[src/rtl/wq_pkg.sv]
package wq_pkg;

   typedef enum logic [2:0] {
      SLP_S0 = 3'd0,
      SLP_S1 = 3'd1,
      SLP_S2 = 3'd2,
      SLP_S3 = 3'd3,
      SLP_S4 = 3'd4,
      SLP_S5 = 3'd5
   } slp_e;

   typedef enum logic [1:0] {
      S5_BY_SW    = 2'd0,
      S5_BY_PFAIL = 2'd1,
      S5_BY_PBOVR = 2'd2,
      S5_BY_THERM = 2'd3
   } s5why_e;

   localparam int SRC_PWRBTN   = 0;
   localparam int SRC_RTC      = 1;
   localparam int SRC_RING     = 2;
   localparam int SRC_AUDIO    = 3;
   localparam int SRC_PME_A    = 4;
   localparam int SRC_PME_B    = 5;
   localparam int SRC_PX_PIN   = 6;
   localparam int SRC_PX_MSG   = 7;
   localparam int SRC_SMB_ALRT = 8;
   localparam int SRC_SMB_WAKE = 9;
   localparam int SRC_SMB_HN   = 10;
   localparam int SRC_HRST_NC  = 11;
   localparam int SRC_HRST_SYS = 12;
   localparam int FIXED_SRCS   = 13;

   function automatic logic is_sleeping(logic [2:0] st);
      return (st >= SLP_S1) && (st <= SLP_S5);
   endfunction

endpackage

[src/rtl/wq_policy.sv]
module wq_policy
   import wq_pkg::*;
#(
   parameter int          NUM_GPI       = 16,
   parameter int          NUM_USB       = 4,
   parameter logic [31:0] GPI_CORE_MASK = 32'h0000_10FF,
   localparam int         GPI_BASE      = FIXED_SRCS,
   localparam int         NSRC          = FIXED_SRCS + NUM_GPI + NUM_USB
) (
   input  logic [2:0]      state_i,
   input  logic [1:0]      why_i,
   input  logic [NSRC-1:0] en_i,
   output logic [NSRC-1:0] qual_o
);

   function automatic bit core_gpi(int idx);
      if (idx >= GPI_BASE && idx < GPI_BASE + NUM_GPI)
         return GPI_CORE_MASK[5'(idx - GPI_BASE)];
      return 1'b0;
   endfunction

   logic sleeping;
   logic in_s1;
   logic ovr_lock;

   assign sleeping = is_sleeping(state_i);
   assign in_s1    = (state_i == SLP_S1);
   assign ovr_lock = (state_i == SLP_S5) &&
                     ((why_i == S5_BY_PBOVR) || (why_i == S5_BY_THERM));

   for (genvar i = 0; i < NSRC; i++) begin : g_src
      localparam bit ALWAYS_ON = (i == SRC_PWRBTN) || (i == SRC_SMB_WAKE) ||
                                 (i == SRC_HRST_NC) || (i == SRC_HRST_SYS);
      localparam bit S1_ONLY   = (i == SRC_PX_MSG) || core_gpi(i);
      localparam bit OVR_OK    = (i == SRC_PWRBTN) || (i == SRC_HRST_NC) ||
                                 (i == SRC_HRST_SYS);
      assign qual_o[i] = sleeping &&
                         (ALWAYS_ON || en_i[i]) &&
                         (!S1_ONLY || in_s1) &&
                         (!ovr_lock || OVR_OK);
   end

endmodule

[src/rtl/wq_status_bank.sv]
module wq_status_bank #(
   parameter int N        = 33,
   parameter bit SET_WINS = 1'b1
) (
   input  logic         clk_i,
   input  logic         rst_ni,
   input  logic [N-1:0] evt_i,
   input  logic [N-1:0] qual_i,
   input  logic [N-1:0] clr_i,
   output logic [N-1:0] sts_o,
   output logic [N-1:0] hit_o
);

   logic [N-1:0] evt_q;
   logic [N-1:0] sts_q;
   logic [N-1:0] sts_d;

   assign hit_o = evt_i & ~evt_q & qual_i;

   if (SET_WINS) begin : g_set_first
      assign sts_d = (sts_q & ~clr_i) | hit_o;
   end else begin : g_clr_first
      assign sts_d = (sts_q | hit_o) & ~clr_i;
   end

   always_ff @(posedge clk_i or negedge rst_ni) begin
      if (!rst_ni) begin
         evt_q <= '0;
         sts_q <= '0;
      end else begin
         evt_q <= evt_i;
         sts_q <= sts_d;
      end
   end

   assign sts_o = sts_q;

   AST_STS_STICKY: assert property (@(posedge clk_i) disable iff (!rst_ni)
      1'b1 |=> ((($past(sts_q) & ~$past(clr_i)) & ~sts_q) == '0));

   AST_STS_NEEDS_EVENT: assert property (@(posedge clk_i) disable iff (!rst_ni)
      1'b1 |=> (((sts_q & ~$past(sts_q)) & ~$past(evt_i)) == '0));

endmodule

[src/rtl/wq_wake_ctrl.sv]
module wq_wake_ctrl
   import wq_pkg::*;
(
   input  logic       clk_i,
   input  logic       rst_ni,
   input  logic [2:0] state_i,
   input  logic [1:0] why_i,
   input  logic       hit_any_i,
   output logic [1:0] eff_why_o,
   output logic       wake_req_o
);

   logic [2:0] prev_state_q;
   logic [1:0] why_q;
   logic       armed_q;
   logic       req_q;
   logic       s5_entry;
   logic       fire;

   assign s5_entry  = (state_i == SLP_S5) && (prev_state_q != SLP_S5);
   assign eff_why_o = s5_entry ? why_i : why_q;
   assign fire      = armed_q && is_sleeping(state_i) && hit_any_i;

   always_ff @(posedge clk_i or negedge rst_ni) begin
      if (!rst_ni) begin
         prev_state_q <= SLP_S0;
         why_q        <= S5_BY_SW;
         armed_q      <= 1'b1;
         req_q        <= 1'b0;
      end else begin
         prev_state_q <= state_i;
         if (state_i == SLP_S0)
            why_q <= S5_BY_SW;
         else if (s5_entry)
            why_q <= why_i;
         if (state_i == SLP_S0)
            armed_q <= 1'b1;
         else if (fire)
            armed_q <= 1'b0;
         req_q <= fire;
      end
   end

   assign wake_req_o = req_q;

   AST_REQ_ONE_CYCLE: assert property (@(posedge clk_i) disable iff (!rst_ni)
      wake_req_o |=> !wake_req_o);

   AST_NO_REQ_AWAKE: assert property (@(posedge clk_i) disable iff (!rst_ni)
      (state_i == SLP_S0) |=> !wake_req_o);

   AST_CAUSE_HELD: assert property (@(posedge clk_i) disable iff (!rst_ni)
      ((state_i == SLP_S5) && !s5_entry) |=> $stable(why_q));

endmodule

[src/rtl/wake_qualifier.sv]
module wake_qualifier
   import wq_pkg::*;
#(
   parameter int          NUM_GPI       = 16,
   parameter int          NUM_USB       = 4,
   parameter logic [31:0] GPI_CORE_MASK = 32'h0000_10FF,
   parameter bit          SET_WINS      = 1'b1,
   localparam int         GPI_BASE      = FIXED_SRCS,
   localparam int         NSRC          = FIXED_SRCS + NUM_GPI + NUM_USB
) (
   input  logic            clk_i,
   input  logic            rst_ni,
   input  logic [2:0]      slp_state_i,
   input  logic [1:0]      s5_why_i,
   input  logic [NSRC-1:0] evt_i,
   input  logic [NSRC-1:0] wake_en_i,
   input  logic [NSRC-1:0] sts_clr_i,
   output logic [NSRC-1:0] sts_o,
   output logic            wake_req_o
);

   if (NUM_GPI < 1 || NUM_GPI > 32) begin : g_bad_gpi
      $error("wake_qualifier: NUM_GPI must lie in 1..32");
   end
   if (NUM_USB < 1 || NUM_USB > 8) begin : g_bad_usb
      $error("wake_qualifier: NUM_USB must lie in 1..8");
   end

   function automatic logic [NSRC-1:0] core_sel();
      logic [NSRC-1:0] m = '0;
      for (int g = 0; g < NUM_GPI; g++)
         if (GPI_CORE_MASK[g]) m[GPI_BASE + g] = 1'b1;
      return m;
   endfunction

   localparam logic [NSRC-1:0] CORE_SEL = core_sel();
   localparam logic [NSRC-1:0] OVR_SEL  = NSRC'((1 << SRC_PWRBTN) |
                                                (1 << SRC_HRST_NC) |
                                                (1 << SRC_HRST_SYS));

   logic [1:0]      eff_why;
   logic [NSRC-1:0] qual;
   logic [NSRC-1:0] hit;

   wq_policy #(
      .NUM_GPI       (NUM_GPI),
      .NUM_USB       (NUM_USB),
      .GPI_CORE_MASK (GPI_CORE_MASK)
   ) u_policy (
      .state_i (slp_state_i),
      .why_i   (eff_why),
      .en_i    (wake_en_i),
      .qual_o  (qual)
   );

   wq_status_bank #(
      .N        (NSRC),
      .SET_WINS (SET_WINS)
   ) u_status (
      .clk_i  (clk_i),
      .rst_ni (rst_ni),
      .evt_i  (evt_i),
      .qual_i (qual),
      .clr_i  (sts_clr_i),
      .sts_o  (sts_o),
      .hit_o  (hit)
   );

   wq_wake_ctrl u_wake (
      .clk_i      (clk_i),
      .rst_ni     (rst_ni),
      .state_i    (slp_state_i),
      .why_i      (s5_why_i),
      .hit_any_i  (|hit),
      .eff_why_o  (eff_why),
      .wake_req_o (wake_req_o)
   );

   AST_CORE_GPI_DEEP: assert property (@(posedge clk_i) disable iff (!rst_ni)
      ((slp_state_i >= SLP_S2) && (slp_state_i <= SLP_S5))
      |=> ((sts_o & ~$past(sts_o) & CORE_SEL) == '0));

   AST_PX_MSG_S1: assert property (@(posedge clk_i) disable iff (!rst_ni)
      (slp_state_i != SLP_S1)
      |=> !(sts_o[SRC_PX_MSG] && !$past(sts_o[SRC_PX_MSG])));

   AST_OVR_SUBSET: assert property (@(posedge clk_i) disable iff (!rst_ni)
      ((slp_state_i == SLP_S5) &&
       ((eff_why == S5_BY_PBOVR) || (eff_why == S5_BY_THERM)))
      |=> ((sts_o & ~$past(sts_o) & ~OVR_SEL) == '0));

endmodule

[config.mk]
export PLATFORM = sky130hd
export DESIGN_NAME = wake_qualifier
export DESIGN_NICKNAME = d
export VERILOG_FILES = /design/src/rtl/wq_pkg.sv /design/src/rtl/wq_policy.sv /design/src/rtl/wq_status_bank.sv /design/src/rtl/wq_wake_ctrl.sv /design/src/rtl/wake_qualifier.sv
export SDC_FILE = /design/constraint.sdc
export NUM_CORES = 1
export LEC_CHECK = 0
export ABC_AREA = 1
export BUFFER_PORTS_ARGS = -buffer_cell sky130_fd_sc_hd__buf_2
export CAP_MARGIN = 30
export CORE_MARGIN = 2
export CORE_UTILIZATION = 45
export CTS_CLUSTER_DIAMETER = 80
export DETAILED_ROUTE_END_ITERATION = 8
export GPL_ROUTABILITY_DRIVEN = 0
export HOLD_SLACK_MARGIN = 0.02
export PLACE_DENSITY = 0.76
export SLEW_MARGIN = 20
export SYNTH_ARGS = -nofsm -noshare
export SYNTH_HDL_FRONTEND = slang
export SYNTH_SLANG_ARGS = --single-unit
export TNS_END_PERCENT = 50
[constraint.sdc]
create_clock -name clk_i -period 1.7 [get_ports clk_i]
set_input_delay 0.255 -clock clk_i [delete_from_list [all_inputs] [get_ports clk_i]]
set_output_delay 0.255 -clock clk_i [all_outputs]
set_load 0.02 [all_outputs]
# Yosys cells after proc, flatten, opt, wreduce, memory -nomap -nowiden
# Cells that the tools add are included.
dict set report classes {
  magnitude_cmp 2
  eq_ne 5
  muxes 4
  bitwise_logic 6
  n_reduce_logical 79
}
# op count
set op_table {}
lappend op_table {{AND 33 bit} 3}
lappend op_table {{logical AND 1 bit} 74}
lappend op_table {{NOT 33 bit} 2}
lappend op_table {{bitwise OR 33 bit} 1}
lappend op_table {{OR reduction 33 bit} 1}
lappend op_table {{equality test 2 bit (second input constant)} 2}
lappend op_table {{2-to-1 mux 2 bit} 2}
lappend op_table {{equality test 3 x 1 -> 1 bit (second input constant)} 1}
lappend op_table {{equality test 3 bit (second input constant)} 1}
lappend op_table {{greater-or-equal comparator 3 x 1 -> 1 bit (second input constant)} 1}
lappend op_table {{less-or-equal comparator 3 bit (second input constant)} 1}
lappend op_table {{logical NOT 3 bit} 1}
lappend op_table {{!= test 3 bit (second input constant)} 1}
lappend op_table {{2-to-1 mux 1 bit} 2}
lappend op_table {{nonzero test 2 bit} 1}
lappend op_table {{logical NOT 1 bit} 1}
lappend op_table {{logical OR 1 bit} 1}
dict set report word_totals {
  regBits 73
  in_bits 106
  output_inout_bits 34
  elab_cells 102
}

# Longest topological paths before layout
# Gate-level depths: netlist (run 1).
dict set report logic_depth {
  word_depth 13
  depth_mapped 13
  mapped_depth_nobuf 12
}

# Hierarchy
# A second synthesis (run 1) with hierarchy kept.
dict set report unflattened {
  cells_unflattened 415
  hier_area_um2 3638.5
}
# mod n_inst cells_per_inst area_per_inst_um2 seq_area_each_um2
set modules_own_cells {}
lappend modules_own_cells {wq_status_bank 1 264 2601.2 1651.6}
lappend modules_own_cells {wq_policy 1 77 563.0 0.0}
lappend modules_own_cells {wq_wake_ctrl 1 34 311.5 176.4}
lappend modules_own_cells {wake_qualifier 1 40 162.7 0.0}

# Worst setup path after synthesis (run 1)
# No wires, ideal clock.
dict set report synth_timing {
  path_type {register to register}
  from {reg u_wake.prev_state_q[1]}
  to {reg u_wake.armed_q}
  setup_ns 0.061
  t_arrival_ns 1.268
  t_required_ns 1.639
  path_slack_ns 0.371
  path_stages_with_launch 13
  n_path_buf 1
  synth_period_minus_slack_ns 1.329
  path_cell_list {dfrtp_1 inv_1 nand3_1 nand3_1 nand3_2 buf_6 o211ai_1 nand2_1 nor2_1 nand3_1 nand2_1 nand2_1 nand2_1}
}
dict set report synth_between {
  elab_chain_len 12
  word_cells_on_any_way 42
  classes_between {3 x eq/ne; 1 x mux; 1 x bitwise; 37 x reduce/logical}
}
# item line
set synth_rtl {}
lappend synth_rtl {{start, declared} wq_wake_ctrl.sv:13} ;# logic [2:0] prev_state_q;
lappend synth_rtl {{start signal, assigned} wq_wake_ctrl.sv:31} ;# prev_state_q <= state_i;
lappend synth_rtl {{!= test 3 bit *} wq_wake_ctrl.sv:20} ;# assign s5_entry = (state_i == SLP_S5) && (prev_state_q != SLP_S5);
lappend synth_rtl {{logical AND 1 bit *} wq_wake_ctrl.sv:20}
lappend synth_rtl {{2-to-1 mux 2 bit *} wq_wake_ctrl.sv:21} ;# assign eff_why_o = s5_entry ? why_i : why_q;
lappend synth_rtl {{equality test 2 bit} wq_policy.sv:29} ;# ((why_i == S5_BY_PBOVR) || (why_i == S5_BY_THERM));
lappend synth_rtl {{logical OR 1 bit *} wq_policy.sv:29}
lappend synth_rtl {{logical AND 1 bit *} wq_policy.sv:28} ;# assign ovr_lock = (state_i == SLP_S5) &&
lappend synth_rtl {{logical NOT 1 bit *} n/a}
lappend synth_rtl {{logical AND 1 bit} wq_policy.sv:39} ;# (!S1_ONLY || in_s1) &&
lappend synth_rtl {{AND 33 bit *} wq_status_bank.sv:18} ;# assign hit_o = evt_i & ~evt_q & qual_i;
lappend synth_rtl {{OR reduction 33 bit *} wake_qualifier.sv:74} ;# .hit_any_i (|hit),
lappend synth_rtl {{logical AND 1 bit *} wq_wake_ctrl.sv:22} ;# assign fire = armed_q && is_sleeping(state_i) && hit_any_i;
lappend synth_rtl {{nonzero test 2 bit (no source line) *} n/a}
lappend synth_rtl {{end signal, assigned} wq_wake_ctrl.sv:28} ;# armed_q <= 1'b1;
lappend synth_rtl {{end signal, assigned} wq_wake_ctrl.sv:37} ;# armed_q <= 1'b1;
lappend synth_rtl {{end signal, assigned} wq_wake_ctrl.sv:39} ;# armed_q <= 1'b0;
lappend synth_rtl {{end, declared} wq_wake_ctrl.sv:15} ;# logic armed_q;
# Every way passes the cells marked *; elsewhere a longest branch is shown, timed or not.
# A chain may end at the register's enable or synchronous reset.

# Final worst setup path (run 1)
dict set report layout_timing {
  from {reg u_wake.prev_state_q[0]}
  to {reg u_wake.req_q, in the netlist u_wake.wake_req_o}
}
dict set report layout_between {
  elab_chain_len 11
  word_cells_on_any_way 41
  classes_between {3 x eq/ne; 1 x mux; 1 x bitwise; 36 x reduce/logical}
}
# item line
set layout_rtl {}
lappend layout_rtl {{!= test 3 bit *} wq_wake_ctrl.sv:20}
lappend layout_rtl {{logical AND 1 bit *} wq_wake_ctrl.sv:20}
lappend layout_rtl {{2-to-1 mux 2 bit *} wq_wake_ctrl.sv:21}
lappend layout_rtl {{equality test 2 bit} wq_policy.sv:29}
lappend layout_rtl {{logical OR 1 bit *} wq_policy.sv:29}
lappend layout_rtl {{logical AND 1 bit *} wq_policy.sv:28}
lappend layout_rtl {{logical NOT 1 bit *} n/a}
lappend layout_rtl {{logical AND 1 bit} wq_policy.sv:39}
lappend layout_rtl {{AND 33 bit *} wq_status_bank.sv:18}
lappend layout_rtl {{OR reduction 33 bit *} wake_qualifier.sv:74}
lappend layout_rtl {{logical AND 1 bit *} wq_wake_ctrl.sv:22}
lappend layout_rtl {{via u_wake.fire} wq_wake_ctrl.sv:18} ;# logic fire;
lappend layout_rtl {{end signal, assigned} wq_wake_ctrl.sv:40} ;# req_q <= fire;
lappend layout_rtl {{end, declared} wq_wake_ctrl.sv:16} ;# logic req_q;
# Mark *: on every way through the listed nets, which the timed path passes. The rest lies on a longest branch.

==> run_results.csv, run 1 <==
group,metric,value,unit
die,num_rows,28,
place,place_area,3600,µm²
die,initial_core_util,47.2,%
min_path,worst_hold_path_type,"in -> reg",
route,dr.pass1.iters,4,
sta,skew,0.00966,ns
sta,fmax,650,MHz
global_route,grt_max_degree,73,
power_and_ir_drop,switching_share,25.6,%
layout,fin_area,4080,µm²
logic_synthesis,synth_area_per_cell,10.5,µm²
route,vias_per_cell,4.70,
outcome,status,"completed",
global_route,antenna_found_initial,0,
power_and_ir_drop,p_per_area,953,nW/µm²
cts,cts-buffers-inserted,9,
logic_synthesis,synth_cell_type_count,22,
route,finalWirelength,6.98,mm
sta,hold_ws,0.0369,ns
worst_setup_path,crit_chain,"nand3_1, nand2_2, nand2_2, nand3_2, o211ai_1, nand2_1, nor2_1, nand3_1, nand2_1, inv_1",
worst_setup_path,crit_slowest_cell,"dfrtp_1",
worst_setup_path,reg2reg_depth,10,
worst_setup_path,worstSetupPathType,"reg -> reg",
sta,tightest_slew,0.384,ns
logic_synthesis,ys_seq_area_share,63.8,%
cts,clkLatencyLatePin,0.34,ns
cts,clk_pin_slew_worst_paths,0.08,ns
power_and_ir_drop,peakVddDrop,0.618,mV
worst_setup_path,crit_path_end_kind,"flop",
global_route,grt-ovfl-total,0,
sta,hold_viol,0,
worst_setup_path,start_kind,"flop",
power_and_ir_drop,p_leak,0.00224,µW
worst_setup_path,max_stage_delay,0.37,ns
power_and_ir_drop,power.share.clock,38.2,%
cts,post-cts-setup-buffers,0,
power_and_ir_drop,power_frac_comb,13.8,%
cts,clock_path_buffers,2,
global_route,grt_first_pass_wirelength,11.3,mm
layout,diodes,0,
route,drc_errors,0,
global_route,grt_usage,20.7,%
place,dp_hpwl,4.89,mm
worst_setup_path,worstPathRequired,1.93,ns
die,core_region_area,5990,µm²
sta,min_period,1.54,ns
worst_setup_path,path_max_fanout,5,
sta,slew_headroom,74.4,%
power_and_ir_drop,p_int,2890,µW
sta,layout_setup_ws,0.163,ns
logic_synthesis,syn_area,2830,µm²
sta,fin_tns_setup,0,ns
layout,final_layout_size_suffix_gt1_share,37.7,%
sta,fin_crit_sh,90.4,%
route,detail-route-antenna-nets,0,
die,die_area,6930,µm²
global_route,grt_pass1_vias,2553,
place,place.port_buffers,134,
sta,finalSetupViolCount,0,
cts,cts-root-buf,"clkbuf_8",
route,via_count,2433,
sta,grt_setup_unrepaired,"false",
logic_synthesis,yosysWarningCount,0,
route,avgRoutedWirePerCell,13.5,µm
die,ios,140,
layout,syn2layout_area_growth,44.5,%
die,die_w,83.2,µm
sta,slew_violations,0,
logic_synthesis,ys_ff_latch,72,
layout,final_net_count,544,
die,die_h,83.2,µm
min_path,holdPathStages,1,
job,drv_cap,0,
cts,htree_levels,3,
worst_setup_path,critical_path_arrival,1.76,ns
cts,cts.sinks,72,
logic_synthesis,syn_inst,269,
logic_synthesis,syn_nets,375,
place,pre_cts_ws,0.0283,ns
cts,cts_tree,"yes",
route,drtIter0Drc,87,
power_and_ir_drop,p_switching,995,µW
power_and_ir_drop,seqPwrFrac,48.0,%
-- cell type report --
cell class                 count  area [µm²]
clock buffer                   9         124
clock inverter                 7        95.1
fill                         494        1910
inverter                      59         221
multi-input combinational    135         786
sequential                    72        1800
tap                           75        93.8
timing repair buffer         161         958
-- Yosys cell counts (all sizes together) --
cell | number | share of area (%)
nor4 | 4 | 0.89
nand4 | 9 | 2.0
dfstp | 1 | 0.93
and3 | 1 | 0.22
nor2 | 12 | 1.9
o211ai | 10 | 3.0
o21bai | 4 | 1.1
nand3 | 7 | 1.4
o21ai | 29 | 5.1
buf | 4 | 1.3
and3b | 18 | 5.6
inv | 59 | 7.8
dfrtp | 71 | 63
nand2 | 39 | 5.5
a21oi | 1 | 0.31
-- path summary, 6_finish.rpt --
path / slack (ns) / start / endpoint
max in group asynchronous: 0.86 / rst_ni / u_wake.armed_q
min in group asynchronous: 0.49 / rst_ni / u_status.sts_o[7]
hold reg to reg: 0.47 / u_wake.armed_q / u_wake.armed_q
hold / removal: 0.04 / evt_i[29] / u_status.evt_q[29]
setup reg to reg: 0.16 / u_wake.prev_state_q[0] / u_wake.wake_req_o
setup / recovery: 0.16 / u_wake.prev_state_q[0] / u_wake.wake_req_o
-- cell usage in the layout, fill, tap and decap left out, drive strengths merged, types with 9 or more instances in the layout --
cell type / n
dfrtp: 71
o21ai: 29
nand2: 39
clkbuf: 9
buf: 137
inv: 60
o211ai: 10
dlygate4sd3: 24
nand4: 9
nor2: 12
and3b: 18
-- critical path: cells and delay by family, from the launching register on --
| family | cells | cell delay [ns] |
|---|---|---|
| AOI/OAI and AO/OA | 1 | 0.12 |
| DFF | 1 | 0.37 |
| buffers and inverters | 1 | 0.06 |
| and+or+nand+nor | 8 | 0.87 |
-- flip-flops by register name, summed over array words and instances (netlist names) --
signal and flops:
u_wake.wake_req_o 1, u_status.sts_o 33, u_status.evt_q 33, u_wake.prev_state_q 3
u_wake.why_q 1, u_wake.armed_q 1
-- repair_timing --
item	4_1_cts	5_1_grt
endpoints found under the setup margin	0	8
hold endpoints to repair	85	9
gates resized for setup	0	2
hold buffers	15	9
-- power groups by stage --
stage          clock (µW)  combinational (µW)  sequential, µW
2_1_floorplan           0                 166            1960
3_3_place_gp            0                 479            1900
3_5_place_dp            0                 493            1900
4_1_cts              1510                 521            1870
5_1_grt              1570                 599            1880
6_report             1480                 538            1870
-- per-layer routing --
layer / GRT usage (%) / routed length [µm] / up-vias / share of wire, %
met4: 12.1 / 224 / 0 / 3.2
met5: 0 / 0 / - / 0
met2: 34.5 / 3460 / 89 / 50
li1: - / - / 1202 / -
met3: 4.17 / 324 / 21 / 4.6
met1: 24.9 / 2980 / 1121 / 43
-- per-stage QoR --
step,std cells,util [%],total power (µW)
2_1_floorplan,269,-,2130
5_1_grt,518,68.1,4050
6_report,518,68.1,3890
4_1_cts,508,66.2,3890
3_3_place_gp,477,60.1,2380
3_5_place_dp,477,60.1,2390
-- logic make-up after synthesis --
group | synth area share (%)
AOI/OAI and AO/OA | 9.52
DFF | 63.8
buffers and inverters | 9.17
and+or+nand+nor | 17.5
Note: power is estimated with default switching activity, not from simulation.
==> run 2, diff against run 1 <==
==> constraint.sdc (replaced) <==
create_clock -name clk_i -period 1.65 [get_ports clk_i]
set_input_delay 0.2475 -clock clk_i [delete_from_list [all_inputs] [get_ports clk_i]]
set_output_delay 0.2475 -clock clk_i [all_outputs]
set_load 0.02 [all_outputs]
==> run_results.csv, run 2 (same netlist as run 1, synthesis figures left out) <==
group,metric,value,unit
outcome,status,"completed",
sta,grt_setup_unrepaired,"false",
sta,skew,0.0113,ns
cts,cts-root-buf,"clkbuf_8",
global_route,antenna_found_initial,0,
die,num_rows,28,
job,drv_cap,0,
sta,layout_setup_ws,0.163,ns
sta,slew_headroom,74.6,%
cts,clkLatencyLatePin,0.34,ns
power_and_ir_drop,power_frac_comb,13.6,%
layout,final_net_count,553,
sta,tightest_slew,0.381,ns
place,dp_hpwl,4.82,mm
place,pre_cts_ws,-0.0177,ns
cts,clk_pin_slew_worst_paths,0.08,ns
global_route,grt_pass1_vias,2671,
route,avgRoutedWirePerCell,13.4,µm
power_and_ir_drop,p_int,3200,µW
route,vias_per_cell,4.68,
die,die_h,83.2,µm
sta,min_period,1.49,ns
power_and_ir_drop,peakVddDrop,0.608,mV
die,core_region_area,5990,µm²
worst_setup_path,start_kind,"primary input",
power_and_ir_drop,power.share.clock,40.9,%
layout,final_layout_size_suffix_gt1_share,37.8,%
sta,hold_viol,0,
cts,cts_tree,"yes",
place,place.port_buffers,134,
power_and_ir_drop,power,4230,µW
global_route,met2_usage,35.3,%
layout,final_common_cell,"buf_2",
route,detail-route-antenna-nets,0,
worst_setup_path,critical_path_arrival,1.76,ns
route,via_count,2465,
cts,clock_path_buffers,2,
worst_setup_path,crit_path_end_kind,"flop",
sta,fmax,673,MHz
cts,cts.sinks,72,
sta,fin_tns_setup,0,ns
die,die_area,6930,µm²
power_and_ir_drop,p_per_area,1000,nW/µm²
global_route,grt_max_degree,73,
layout,syn2layout_area_growth,49.4,%
route,drc_errors,0,
layout,diodes,0,
route,dr.pass1.iters,4,
die,ios,140,
global_route,top_usage_layer,"met2",
min_path,worst_hold_path_type,"in -> reg",
sta,finalSetupViolCount,0,
global_route,grt_first_pass_wirelength,11.8,mm
route,finalWirelength,7.08,mm
power_and_ir_drop,switching_share,24.5,%
sta,slew_violations,0,
power_and_ir_drop,p_leak,0.00230,µW
cts,cts-buffers-inserted,9,
die,initial_core_util,47.2,%
global_route,grt_use_met1,26.6,%
worst_setup_path,path_max_fanout,2,
global_route,grt_usage,21.4,%
sta,fin_crit_sh,90.1,%
global_route,grt-ovfl-total,0,
cts,htree_levels,3,
worst_setup_path,worstPathRequired,1.93,ns
cts,post-cts-setup-buffers,0,
power_and_ir_drop,p_switching,1040,µW
global_route,grt_util_met3,4.17,%
route,drtIter0Drc,107,
layout,layout_common_cells,"buf_2 (134), dfrtp_1 (71), inv_1 (57)",
die,die_w,83.2,µm
worst_setup_path,worstSetupPathType,"in -> reg",
power_and_ir_drop,seqPwrFrac,45.5,%
## run 2: final timing paths
check                                        from                 end  slack, ns  cells after the start
min in group asynchronous                  rst_ni  u_status.sts_o[14]       0.46                      3
setup / recovery                         evt_i[1]      u_wake.armed_q       0.16                     10
hold reg to reg                    u_wake.armed_q      u_wake.armed_q       0.48                      2
max in group asynchronous                  rst_ni      u_wake.armed_q       0.84                      3
setup reg to reg           u_wake.prev_state_q[2]      u_wake.armed_q       0.19                     11
hold / removal                          evt_i[17]  u_status.evt_q[17]       0.03                      1
## run 2: per-layer routing
metal / part of all wire [%] / vias up / wire (µm)
met2: 50 / 82 / 3550
met3: 4.5 / 18 / 317
li1: - / 1223 / -
met5: 0 / - / 0
met1: 43 / 1142 / 3010
met4: 2.8 / 0 / 201
## run 2: area by class of cell
| class | instances | area, µm² |
|---|---|---|
| sequential | 72 | 1800 |
| clock buffer | 10 | 138 |
| inverter | 59 | 224 |
| tap | 75 | 93.8 |
| timing repair buffer | 170 | 1040 |
| fill | 454 | 1770 |
| clock inverter | 6 | 115 |
| multi-input combinational | 135 | 805 |
## run 2: worst max-delay path, stage by stage
cell           delay (ns)
dlygate4sd3_1        0.54
buf_2                0.13
and3b_1              0.18
o211ai_1             0.18
nand2_1              0.08
nor2_1               0.13
nand3_1              0.08
nand2_1              0.08
nand2_1              0.05
nand2_1              0.06
## run 2: stage by stage
stage          instance area (µm²)  std cells  utilization, %  hold slack, ns
2_1_floorplan                 2830        269               -         -0.0481
3_3_place_gp                  3610        479            60.3           0.304
3_5_place_dp                  3610        479            60.3           0.306
4_1_cts                       4140        521            69.0          0.0202
5_1_grt                       4220        527            70.5          0.0224
6_report                      4220        527            70.5          0.0311
## run 2: power groups by stage
stage	clock network, µW	logic, µW	registers [µW]
2_1_floorplan	0	171	2020
3_3_place_gp	0	497	1950
3_5_place_dp	0	511	1960
4_1_cts	1770	563	1920
5_1_grt	1850	644	1940
6_report	1730	576	1930
## run 2: what timing repair did
item                                    CTS  global route
gates resized for setup                   1             6
hold endpoints to repair                 96             5
hold buffers                             26             5
gates cloned                              0             1
pin swaps                                 0             1
endpoints found under the setup margin    2            22
==> run 3, diff against run 2 <==
--- a/config.mk
+++ b/config.mk
@@ -14,7 +14,9 @@
 export DETAILED_ROUTE_END_ITERATION = 8
 export GPL_ROUTABILITY_DRIVEN = 0
 export HOLD_SLACK_MARGIN = 0.02
+export MAX_ROUTING_LAYER = met4
 export PLACE_DENSITY = 0.76
+export RECOVER_POWER = 25
 export SLEW_MARGIN = 20
 export SYNTH_ARGS = -nofsm -noshare
 export SYNTH_HDL_FRONTEND = slang
==> run_results.csv, run 3 (same netlist as run 1, synthesis figures left out) <==
group,metric,value,unit
sta,min_period,1.51,ns
worst_setup_path,crit_path_end_kind,"flop",
min_path,worst_hold_path_type,"in -> reg",
cts,clkLatencyLatePin,0.34,ns
global_route,grt_pass1_vias,2667,
cts,htree_levels,3,
worst_setup_path,critical_path_arrival,1.78,ns
sta,skew,0.0112,ns
global_route,antenna_found_initial,0,
die,die_area,6930,µm²
power_and_ir_drop,p_per_area,1000,nW/µm²
cts,cts-buffers-inserted,9,
die,die_h,83.2,µm
worst_setup_path,crit_chain,"dlygate4sd3_1, buf_2, and3b_1, o211ai_1, nand2_1, nor2_1, nand3_1, nand2_1, nand2_1, nand2_1",
power_and_ir_drop,p_leak,0.00224,µW
route,drtIter0Drc,123,
worst_setup_path,path_common_cell,"nand2_1",
worst_setup_path,path_max_fanout,2,
route,via_count,2497,
place,dp_hpwl,4.82,mm
die,die_w,83.2,µm
sta,fin_tns_setup,0,ns
route,drc_errors,0,
layout,final_common_cell,"buf_2",
sta,tightest_slew,0.970,ns
layout,fill_cells,467,
worst_setup_path,crit_slowest_cell,"dlygate4sd3_1",
die,ios,140,
global_route,grt_first_pass_wirelength,11.8,mm
layout,diodes,0,
place,place_area,3610,µm²
die,num_rows,28,
die,core_region_area,5990,µm²
cts,post-cts-setup-buffers,0,
cts,cts.sinks,72,
power_and_ir_drop,peakVddDrop,0.640,mV
die,initial_core_util,47.2,%
layout,syn2layout_area_growth,48.7,%
cts,clock_path_buffers,2,
route,finalWirelength,7.14,mm
worst_setup_path,start_kind,"primary input",
job,drv_cap,0,
layout,layout_common_cells,"buf_2 (114), dfrtp_1 (71), inv_1 (57)",
worst_setup_path,cpLargestDelayFamily,"simple AND/OR/NAND/NOR gates",
sta,fin_crit_sh,91.2,%
sta,layout_setup_ws,0.144,ns
global_route,grt_usage,22.1,%
global_route,grt-ovfl-total,0,
cts,cts-root-buf,"clkbuf_8",
route,dr.pass1.iters,4,
route,avgRoutedWirePerCell,13.5,µm
worst_setup_path,cp_num_buf_inv,2,
sta,slew_violations,0,
sta,hold_viol,0,
worst_setup_path,worstSetupPathType,"in -> reg",
global_route,grt_max_degree,73,
cts,cts_tree,"yes",
layout,fin_area,4200,µm²
sta,finalSetupViolCount,0,
sta,slew_headroom,35.4,%
sta,grt_setup_unrepaired,"false",
route,vias_per_cell,4.72,
place,pre_cts_ws,-0.0177,ns
layout,final_net_count,555,
worst_setup_path,max_stage_delay,0.54,ns
layout,final_layout_size_suffix_gt1_share,33.0,%
route,detail-route-antenna-nets,0,
outcome,status,"completed",
place,place.port_buffers,134,
worst_setup_path,worstPathRequired,1.93,ns
cts,clk_pin_slew_worst_paths,0.07,ns
sta,fmax,664,MHz
run 3: cell count changes in the layout (fill, tap and decap cells not counted):
cell / previous run / this run
buf_2: 134 / 114
clkbuf_4: 0 / 1
buf_12: 2 / 1
buf_4: 3 / 2
clkbuf_1: 0 / 21
dlygate4sd3_1: 31 / 33
run 3: cell type report:
cell class / count / area, µm² / share of cell area (%)
Clock buffer: 10 / 138 / 3.28
Timing Repair Buffer: 172 / 1020 / 24.3
Multi-Input combinational cell: 135 / 805 / 19.2
Tap cell: 75 / 93.8 / 2.23
Clock inverter: 6 / 115 / 2.74
Sequential cell: 72 / 1800 / 42.9
Inverter: 59 / 224 / 5.33
run 3: power by group:
group | switching (µW) | internal, µW | total [µW]
Sequential | 45.2 | 1880 | 1930
Clock | 672 | 1050 | 1730
Combinational | 315 | 255 | 570
Total | 1030 | 3190 | 4220
run 3: what timing repair did:
item,in CTS,in global routing
gates resized for setup,1,6
hold endpoints to repair,96,7
gates cloned,0,1
setup endpoints to repair,2,22
pin swaps,0,1
hold buffers,26,7
run 3: routing by layer:
layer  share of wire [%]  track usage [%]  up-vias  wire [µm]
li1                    -                -     1230          -
met2                  51             35.3       85       3610
met5                   0                -        -          0
met3                 4.2             5.07       18        298
met4                 2.9             10.3        0        204
met1                  42             26.8     1164       3030
run 3: worst paths after layout:
kind                                 endpoint  cells after the start  slack [ns]                    from
min in group asynchronous  u_status.sts_o[14]                      3        0.72                  rst_ni
max reg2reg                    u_wake.armed_q                     11        0.17  u_wake.prev_state_q[2]
max in group asynchronous  u_status.evt_q[30]                      3        0.31                  rst_ni
min reg2reg                    u_wake.armed_q                      2        0.48          u_wake.armed_q
max                            u_wake.armed_q                     10        0.14                evt_i[1]
min                        u_status.evt_q[17]                      1        0.04               evt_i[17]
run 3: stage by stage:
step	total power, µW	std cells	utilization [%]	hold slack (ns)
after CTS	4260	521	69.0	0.0202
final	4220	529	70.1	0.0368
after global routing	4430	529	70.1	0.0330
after global placement	2450	479	60.3	0.304
after floorplan	2190	269	-	-0.0481
after detailed placement	2470	479	60.3	0.306
